--- src/rtl/sertx_pkg.sv ---
`timescale 1ns/1ps
package sertx_pkg;

  typedef enum logic [2:0] {
    S_IDLE   = 3'd0,
    S_START  = 3'd1,
    S_DATA   = 3'd2,
    S_PARITY = 3'd3,
    S_STOP   = 3'd4
  } sertx_state_e;

  // Format input, most significant field first
  typedef struct packed {
    logic       par_fixed;
    logic       par_sense;
    logic       par_on;
    logic       stop_long;
    logic [1:0] len_sel;
  } sertx_fmt_t;

endpackage

--- src/rtl/sertx_fmt_dec.sv ---
`timescale 1ns/1ps
module sertx_fmt_dec #(
  parameter int TICKS_PER_BIT = 16,
  parameter int IDX_W         = 3,
  parameter int LIM_W         = 6
) (
  input  logic [1:0]       len_sel,
  input  logic             stop_long,
  output logic [IDX_W-1:0] last_idx,
  output logic [LIM_W-1:0] stop_lim
);

  localparam int HALF_BIT = TICKS_PER_BIT / 2;

  always_comb begin
    last_idx = IDX_W'(4) + IDX_W'(len_sel);
    if (!stop_long) begin
      stop_lim = LIM_W'(TICKS_PER_BIT);
    end else if (len_sel == 2'b00) begin
      stop_lim = LIM_W'(TICKS_PER_BIT + HALF_BIT);
    end else begin
      stop_lim = LIM_W'(2 * TICKS_PER_BIT);
    end
  end

endmodule

--- src/rtl/sertx_parity.sv ---
`timescale 1ns/1ps
module sertx_parity #(
  parameter int DATA_W = 8
) (
  input  logic [DATA_W-1:0] data,
  input  logic [1:0]        len_sel,
  input  logic              par_sense,
  input  logic              par_fixed,
  output logic              par_bit
);

  logic [DATA_W-1:0] keep;
  logic              ones_odd;

  genvar gi;
  generate
    for (gi = 0; gi < DATA_W; gi++) begin : g_keep
      assign keep[gi] = (gi < (5 + int'(len_sel)));
    end
  endgenerate

  assign ones_odd = ^(data & keep);

  always_comb begin
    if (par_fixed) begin
      par_bit = ~par_sense;
    end else if (par_sense) begin
      par_bit = ones_odd;
    end else begin
      par_bit = ~ones_odd;
    end
  end

endmodule

--- src/rtl/sertx_seq.sv ---
`timescale 1ns/1ps
module sertx_seq
  import sertx_pkg::*;
#(
  parameter int TICKS_PER_BIT = 16,
  parameter int DATA_W        = 8,
  parameter int IDX_W         = 3,
  parameter int LIM_W         = 6
) (
  input  logic              clk,
  input  logic              rst_n,
  input  logic              tick,
  input  logic              load,
  input  logic [DATA_W-1:0] data,
  input  logic [IDX_W-1:0]  last_idx,
  input  logic [LIM_W-1:0]  stop_lim,
  input  logic              par_on,
  input  logic              par_bit,
  output logic              ready,
  output logic              line
);

  sertx_state_e      state_q, state_d;
  logic [LIM_W-1:0]  cnt_q, cnt_d;
  logic [IDX_W-1:0]  idx_q, idx_d;
  logic [DATA_W-1:0] sh_q, sh_d;
  logic [IDX_W-1:0]  lidx_q, lidx_d;
  logic [LIM_W-1:0]  slim_q, slim_d;
  logic              pon_q, pon_d;
  logic              par_q, par_d;
  logic [LIM_W-1:0]  cur_lim;
  logic              bit_end;

  assign cur_lim = (state_q == S_STOP) ? slim_q : LIM_W'(TICKS_PER_BIT);
  assign bit_end = tick && (cnt_q == cur_lim - 1'b1);

  always_comb begin
    state_d = state_q;
    cnt_d   = cnt_q;
    idx_d   = idx_q;
    sh_d    = sh_q;
    lidx_d  = lidx_q;
    slim_d  = slim_q;
    pon_d   = pon_q;
    par_d   = par_q;
    if (state_q == S_IDLE) begin
      if (load) begin
        state_d = S_START;
        cnt_d   = '0;
        sh_d    = data;
        lidx_d  = last_idx;
        slim_d  = stop_lim;
        pon_d   = par_on;
        par_d   = par_bit;
      end
    end else if (tick) begin
      if (bit_end) begin
        cnt_d = '0;
        case (state_q)
          S_START: begin
            state_d = S_DATA;
            idx_d   = '0;
          end
          S_DATA: begin
            sh_d = sh_q >> 1;
            if (idx_q == lidx_q) begin
              state_d = pon_q ? S_PARITY : S_STOP;
            end else begin
              idx_d = idx_q + 1'b1;
            end
          end
          S_PARITY: state_d = S_STOP;
          default:  state_d = S_IDLE;
        endcase
      end else begin
        cnt_d = cnt_q + 1'b1;
      end
    end
  end

  always_ff @(posedge clk or negedge rst_n) begin
    if (!rst_n) begin
      state_q <= S_IDLE;
      cnt_q   <= '0;
      idx_q   <= '0;
      sh_q    <= '0;
      lidx_q  <= IDX_W'(4);
      slim_q  <= LIM_W'(TICKS_PER_BIT);
      pon_q   <= 1'b0;
      par_q   <= 1'b0;
    end else begin
      state_q <= state_d;
      cnt_q   <= cnt_d;
      idx_q   <= idx_d;
      sh_q    <= sh_d;
      lidx_q  <= lidx_d;
      slim_q  <= slim_d;
      pon_q   <= pon_d;
      par_q   <= par_d;
    end
  end

  always_comb begin
    case (state_q)
      S_START:  line = 1'b0;
      S_DATA:   line = sh_q[0];
      S_PARITY: line = par_q;
      default:  line = 1'b1;
    endcase
  end

  assign ready = (state_q == S_IDLE);

  AST_CNT_BOUND: assert property (@(posedge clk) disable iff (!rst_n)
    (state_q != S_IDLE) |-> (cnt_q < cur_lim));
  AST_TICK_GATE: assert property (@(posedge clk) disable iff (!rst_n)
    (state_q != S_IDLE && !tick) |=> ($stable(state_q) && $stable(cnt_q)));
  AST_FMT_HOLD: assert property (@(posedge clk) disable iff (!rst_n)
    (state_q != S_IDLE) |=> ($stable(slim_q) && $stable(lidx_q) && $stable(pon_q) && $stable(par_q)));

endmodule

--- src/rtl/sertx_top.sv ---
`timescale 1ns/1ps
module sertx_top
  import sertx_pkg::*;
#(
  parameter int TICKS_PER_BIT = 16,
  parameter int DATA_W        = 8
) (
  input  logic              clk,
  input  logic              rst_n,
  input  logic              tick16_en,
  input  logic [5:0]        line_ctl,
  input  logic [DATA_W-1:0] tx_data,
  input  logic              tx_load,
  output logic              tx_ready,
  output logic              tx_line
);

  localparam int IDX_W = $clog2(DATA_W);
  localparam int LIM_W = $clog2(2 * TICKS_PER_BIT) + 1;

  logic [1:0]       rst_pipe;
  logic             rst_n_s;
  sertx_fmt_t       fmt;
  logic [IDX_W-1:0] last_idx;
  logic [LIM_W-1:0] stop_lim;
  logic             par_bit;

  always_ff @(posedge clk or negedge rst_n) begin
    if (!rst_n) begin
      rst_pipe <= 2'b00;
    end else begin
      rst_pipe <= {rst_pipe[0], 1'b1};
    end
  end
  assign rst_n_s = rst_pipe[1];

  assign fmt = sertx_fmt_t'(line_ctl);

  sertx_fmt_dec #(
    .TICKS_PER_BIT(TICKS_PER_BIT),
    .IDX_W        (IDX_W),
    .LIM_W        (LIM_W)
  ) u_dec (
    .len_sel  (fmt.len_sel),
    .stop_long(fmt.stop_long),
    .last_idx (last_idx),
    .stop_lim (stop_lim)
  );

  sertx_parity #(.DATA_W(DATA_W)) u_par (
    .data     (tx_data),
    .len_sel  (fmt.len_sel),
    .par_sense(fmt.par_sense),
    .par_fixed(fmt.par_fixed),
    .par_bit  (par_bit)
  );

  sertx_seq #(
    .TICKS_PER_BIT(TICKS_PER_BIT),
    .DATA_W       (DATA_W),
    .IDX_W        (IDX_W),
    .LIM_W        (LIM_W)
  ) u_seq (
    .clk     (clk),
    .rst_n   (rst_n_s),
    .tick    (tick16_en),
    .load    (tx_load),
    .data    (tx_data),
    .last_idx(last_idx),
    .stop_lim(stop_lim),
    .par_on  (fmt.par_on),
    .par_bit (par_bit),
    .ready   (tx_ready),
    .line    (tx_line)
  );

  AST_START_LOW: assert property (@(posedge clk) disable iff (!rst_n_s)
    (tx_load && tx_ready) |=> (!tx_line && !tx_ready));
  AST_READY_AFTER_STOP: assert property (@(posedge clk) disable iff (!rst_n_s)
    $rose(tx_ready) |-> $past(tx_line));
  AST_IDLE_HIGH: assert property (@(posedge clk) disable iff (!rst_n_s)
    tx_ready |-> tx_line);

endmodule

--- config.mk ---
export PLATFORM = sky130hd
export DESIGN_NAME = sertx_top
export DESIGN_NICKNAME = d
export VERILOG_FILES = /design/src/rtl/sertx_pkg.sv /design/src/rtl/sertx_fmt_dec.sv /design/src/rtl/sertx_parity.sv /design/src/rtl/sertx_seq.sv /design/src/rtl/sertx_top.sv
export SDC_FILE = /design/constraint.sdc
export NUM_CORES = 1
export LEC_CHECK = 0
export BUFFER_PORTS_ARGS = -buffer_cell sky130_fd_sc_hd__buf_2
export CELL_PAD_IN_SITES_DETAIL_PLACEMENT = 0
export CELL_PAD_IN_SITES_GLOBAL_PLACEMENT = 1
export CORE_UTILIZATION = 39
export CTS_CLUSTER_DIAMETER = 50
export DETAILED_ROUTE_END_ITERATION = 6
export PLACE_DENSITY = 0.74
export SLEW_MARGIN = 20
export SYNTH_ARGS = -nofsm -noshare
export SYNTH_HDL_FRONTEND = slang
export SYNTH_SLANG_ARGS = --single-unit
--- constraint.sdc ---
create_clock -name clk -period 1.7 [get_ports clk]
set_clock_uncertainty 0.2 [all_clocks]
set_input_delay 0.34 -clock clk [delete_from_list [all_inputs] [get_ports clk]]
set_output_delay 0.34 -clock clk [all_outputs]
set_load 0.01 [all_outputs]
### After elaboration in Yosys (flattened, before gate mapping)

Cells that the tools add are included.

| word-level totals | value |
|---|---|
| word-level logic and storage cells | 72 |
| output and inout bits | 2 |
| bits in registers | 33 |
| input port bits | 18 |

| cells by class | value |
|---|---|
| $lt $le $gt $ge | 8 |
| equality and inequality tests | 9 |
| reductions and logical operators | 13 |
| multiplexer cells | 24 |
| bitwise logic cells | 4 |
| add/subtract/negate cells | 5 |

Operator list:

| kind | number |
|---|---|
| $lt A4 B32 Y1 const A | 4 |
| $lt A3 B32 Y1 const A | 2 |
| $mux W6 | 7 |
| $mux W8 | 5 |
| $lt A2 B32 Y1 const A | 1 |
| $mux W3 | 7 |
| $pmux W3 S3 | 1 |
| $and A8 B8 Y8 | 1 |
| $reduce_and A4 Y1 | 2 |
| $reduce_bool A2 Y1 | 4 |
| $reduce_xor A8 Y1 | 1 |
| $add A6 B1 Y6 const B | 1 |
| $eq A3 B2 Y1 const B | 2 |
| $eq A6 B6 Y1 | 1 |
| $pmux W3 S2 | 1 |
| $sub A6 B1 Y6 const B | 1 |
| $reduce_and A5 Y1 | 1 |
| $add A3 B2 Y4 const A | 1 |
| $lt A1 B4 Y1 const A | 1 |
| $ne A2 B2 Y1 const B | 2 |
| $reduce_and A2 Y1 | 2 |
| $add A3 B1 Y3 const B | 1 |
| $add A3 B2 Y3 const A | 1 |
| $eq A3 B1 Y1 const B | 1 |
| 9 further kinds | 12 |

### Logic depth before layout (Yosys ltp)

| logic depth | value |
|---|---|
| depth in word-level cells | 8 |
| gate-level depth with buffers | 12 |
| depth with buffers taken out | 9 |

### Hierarchy

A second synthesis with hierarchy kept.

| second synthesis, totals | value |
|---|---|
| cells, all modules | 200 |
| area, all modules | 2035.7 µm² |

By module, submodules not included:

| module | instances | area an instance (µm²) | sequential area each (µm²) | cells each |
|---|---|---|---|---|
| sertx_seq | 1 | 1770.4 | 778.2 | 173 |
| sertx_parity | 1 | 133.9 | 0.0 | 13 |
| sertx_fmt_dec | 1 | 77.6 | 0.0 | 11 |
| sertx_top | 1 | 53.8 | 50.0 | 3 |

### Worst setup path after synthesis

Ideal clock, no wire load.

| timing path | value |
|---|---|
| path type | reg2reg |
| start point | reg u_seq.state_q[0] |
| end point | reg u_seq.idx_q[2] |
| data required time | 1380 ps |
| setup slack | -862 ps |
| period minus slack after synthesis | 2562 ps |
| stages on the path, launching flop included | 12 |
| arrival | 2241 ps |
| path buffers | 2 |
| setup time | 120 ps |
| path through | dfrtp_1 clkbuf_1 nor2_1 nand2_1 nor2_1 ha_1 xor2_1 nand4_1 or3_1 buf_2 o31a_1 a41o_1 |

| on the way | value |
|---|---|
| word-level cells in the longest chain between the ends | 6 |
| elaborated cells on any way between the ends | 13 |
| classes of those cells | add/sub: 1; eq/ne: 5; mux: 2; bitwise: 1; reduce/logical: 4 |

RTL lines:

| item | line | source |
|---|---|---|
| start, declared | sertx_seq.sv:23 | `sertx_state_e state_q, state_d;` |
| start signal, assigned | sertx_seq.sv:92 | `state_q <= state_d;` |
| $eq A3 B3 Y1 | sertx_seq.sv:34 | `assign cur_lim = (state_q == S_STOP) ? slim_q : LIM_W'(TICKS_PER_BIT);` |
| $mux W6 | sertx_seq.sv:34 |  |
| $sub A6 B1 Y6 | sertx_seq.sv:35 | `assign bit_end = tick && (cnt_q == cur_lim - 1'b1);` |
| $eq A6 B6 Y1 | sertx_seq.sv:35 |  |
| $logic_and A1 B1 Y1 | sertx_seq.sv:35 |  |
| $reduce_and A5 Y1 (no source line) | -- |  |
| end signal, assigned | sertx_seq.sv:94 | `idx_q <= idx_d;` |
| end, declared | sertx_seq.sv:25 | `logic [IDX_W-1:0] idx_q, idx_d;` |

Several ways; a longest one is shown, not always the timed one.
A chain may end at the register's enable or synchronous reset.

### Worst setup path after layout

| timing path | value |
|---|---|
| start point | reg u_seq.state_q[1] |
| end point | reg u_seq.idx_q[2] |

The elaborated chain is that of the path after synthesis.

==> summary.txt <==
Cells and area
  • Multi-input logic area: around 1100 sq um
  • Register Area: a little over 700 sq um
  • Nets: approximately 270
  • Final core occ: 0.6158
  • Filler cells: 340
  • Area grow syn2layout: 49.81%
  • N_diodes: 0
  • Share of cells above drive strength 1: 0.4453

Clock network
  • Root Driver: clkbuf_8
  • CTS buffer count: 5
  • Clk slew on worst S/H paths: 0.06 ns
  • CTS max path bufs: 2
  • H-tree depth: 2
  • Clock Latency Late Sink: ~0.28 ns
  • CTS tree: yes
  • Clock sinks: 29

STA
  • Min Clock Period, post-route: approximately 2.5 ns
  • Worst-Margin Slew: roughly 0.51 ns
  • Relative slew slack: 0.6607
  • Setup violators final: 29
  • Maximum clock rate: approximately 400 MHz
  • Fin. Hold Viols: 0
  • Hold Worst Slack: ~0.046 ns
  • Worst setup margin: -0.8200 ns
  • Crit share post-route: 1.482
  • Pins Over Slew Limit: 0
  • RSZ-0062 raised after global routing: yes

Drt
  • Initial DRC Count: 74
  • WL per Instance: approximately 15 microns
  • Via Count: 1590
  • DRT Pass-1 Iters: 4
  • Via/cell ratio: ~5.4
  • # DRC: 0
  • DRT Wirelength: approximately 4.6 mm
  • Final ANT Viol Nets: 0

Critical path
  • Reg2reg end: u_seq.idx_q[2]
  • Reg2reg path depth: 8
  • Reg2Reg Setup Slack: -0.82 ns
  • Worst-path fanout max: 6
  • CP required: 1.67 ns
  • CP Launch Type: flip-flop
  • Data arrival time of the worst path: about 2.5 ns
  • WS Path Type: flip-flop to flip-flop
  • FF-to-FF Start: u_seq.state_q[1]
  • Critical Path Sink Type: flip-flop

Synth
  • Post-synth top area cell: dfrtp_1
  • Synth top area share: 0.4201
  • Top-count cell post-synth: nand2_1
  • Total number of yosys warnings: 0
  • Count of flip-flops with a built-in enable after synthesis: 0
  • Top cells by count, synth: nand2_1, dfrtp_1, nor2_1
  • Flop and latch count out of synthesis: 29
  • Unique masters post-synth: between 40 and 50
  • Post-Syn Area: between 1500 and 2000 sq um
  • Main synth FF type: dfrtp_1
  • Cell count after synthesis: about 180
  • Top post-synthesis cells by area: dfrtp_1, nand2_1, mux2_2, xnor2_1, nand3_1
  • Synthesized Nets: between 200 and 250
  • Async SR Flop Fraction: 1.000
  • Avg Inst Size Synth: 9.215 sq um
  • Share of the yosys chip area belonging to registers: 0.4359

GRT
  • Gr ovfl total: 0
  • GR Util All Layers: 0.2277
  • Vias in the first global route: around 1600
  • First-pass GRT wire length: roughly 7.5 mm
  • Initial antenna violation count: 0
  • Largest net degree at the start of global routing: 28

Run status
  • Outcome: complete, but fails checks
  • Failing checks: setup timing

Floorplanning
  • Total Die Area: roughly 4500 sq um
  • Chip width: 67.40 microns
  • Core area: ~4100 sq um
  • Die Ht: about 67 microns
  • Std-Cell Rows: 23
  • # IOs: 20
  • Starting density of the core: 0.4110

Placed design
  • DP Worst Slack: -0.8706 ns
  • Placer Congestion: a little over 0.8
  • Port-buffer cells: 19
  • Detailed placement HPWL: a little over 3 mm

Hold path
  • Hold/Removal Path Class: flip-flop to asynchronous set/reset pin

Power and ir drop
  • Leak: roughly 1.2 nW
  • VDD IR-drop max: approximately 0.94 mV
  • Cell Pwr Density: roughly 1400 nW/um^2
  • Power Total: about 3.4 mW

Flow run
  • Maxcap violations: 0
[sequential cells by signal, summed over array words and instances, names as in the netlist]
| signal | count |
|---|---|
| u_seq.sh_q | 8 |
| u_seq.cnt_q | 6 |
| u_seq.idx_q | 3 |
| u_seq.slim_q | 3 |
| u_seq.state_q | 3 |
| rst_pipe | 2 |
| u_seq.lidx_q | 2 |
| u_seq.par_q | 1 |
| u_seq.pon_q | 1 |
[cell usage in the layout (no fill, tap or decap), types with 2 or more instances in the layout]
| cell type | instances |
|---|---|
| o21ai_2 | 3 |
| xnor2_1 | 7 |
| o21ai_1 | 3 |
| buf_2 | 18 |
| nor2_1 | 9 |
| nand3_1 | 7 |
| a21o_1 | 3 |
| buf_6 | 12 |
| or3_4 | 2 |
| clkbuf_1 | 3 |
| o31ai_2 | 2 |
| mux2_2 | 2 |
| and3_1 | 2 |
| o211ai_1 | 4 |
| and4bb_1 | 2 |
| clkbuf_8 | 5 |
| nand2_8 | 2 |
| nor3_1 | 2 |
| xor2_1 | 2 |
| mux2_4 | 8 |
| nand2_2 | 3 |
| a21oi_1 | 3 |
| or2_2 | 2 |
| o31a_1 | 2 |
| dfrtp_1 | 28 |
| ha_1 | 2 |
| nand4_1 | 2 |
| inv_1 | 2 |
| nand2_1 | 36 |
| buf_4 | 31 |
| nand2b_1 | 2 |
[area by class of cell]
class,count,area share
Timing Repair Buffer,64,0.2013
Clock buffer,8,0.03205
Multi-Input combinational cell,142,0.4437
Inverter,4,0.007011
Tap cell,50,0.02504
Sequential cell,29,0.2909
[timing repair]
item | 4_1_cts | 5_1_grt
endpoints found under the setup margin | 29 | 29
hold buffers | 1 | 0
pin swaps | 19 | 7
gates resized for setup | 44 | 7
setup buffers | 9 | 3
endpoints found under the hold margin | 2 | 0
gates cloned | 2 | 0
[cells by family (layout without fill, tap and decap cells)]
logic type	after synthesis	count (layout)	share of synthesized area
AOI/OAI and AO/OA	32	32	0.1388
xor gates and xnor gates	10	10	0.06077
and+or+nand+nor	84	85	0.2393
DFF	29	29	0.4359
other	1	1	0.002248
adders and majority gates	3	3	0.02251
muxes	11	11	0.07352
buffers and inverters	11	76	0.02700
[critical path: stages (launching register included)]
cell and delay, ns:
dfrtp_1 0.40, and4bb_1 0.32, inv_2 0.06, ha_4 0.25, xor2_1 0.15, nand4_1 0.14, or3_4 0.40, o31a_1 0.29
a41o_1 0.20
[metal layers]
layer / vias to the layer above / wire, microns / GRT usage
met1: 785 / 2016 / 0.3018
met5: - / 0 / 0
met2: 32 / 2359 / 0.3725
met3: 4 / 156 / 0.04730
li1: 769 / - / -
met4: 0 / 29 / 0.06649
[how the worst max path moves through the flow]
| stage | start | to | slack (ns) | cells after the start |
|---|---|---|---|---|
| after detailed placement | u_seq.state_q[1] | u_seq.state_q[2] | -0.87 | 8 |
| after global placement | u_seq.state_q[1] | u_seq.sh_q[1] | -0.78 | 8 |
| after CTS | u_seq.state_q[1] | u_seq.idx_q[2] | -0.84 | 8 |
| after global routing | u_seq.state_q[0] | u_seq.idx_q[2] | -0.87 | 8 |
| final | u_seq.state_q[1] | u_seq.idx_q[2] | -0.82 | 8 |
| after floorplan | u_seq.state_q[0] | u_seq.idx_q[2] | -0.74 | 9 |
[through the flow]
step,setup TNS [ns],area [sq um],instances
finish,-16.90,2499,297
global route,-18.38,2499,297
CTS,-15.95,2450,295
detailed placement,-16.88,2103,277
global placement,-15.16,2103,277
floorplan,-12.58,1723,181
[where the power goes]
group	internal (mW)	leakage, nW	switching [mW]
Combinational	0.929	0.812	0.814
Sequential	0.947	0.353	0.190
Clock	0.290	0.0395	0.261
Total	2.17	1.20	1.27
Power figures use the tool's default switching activity.
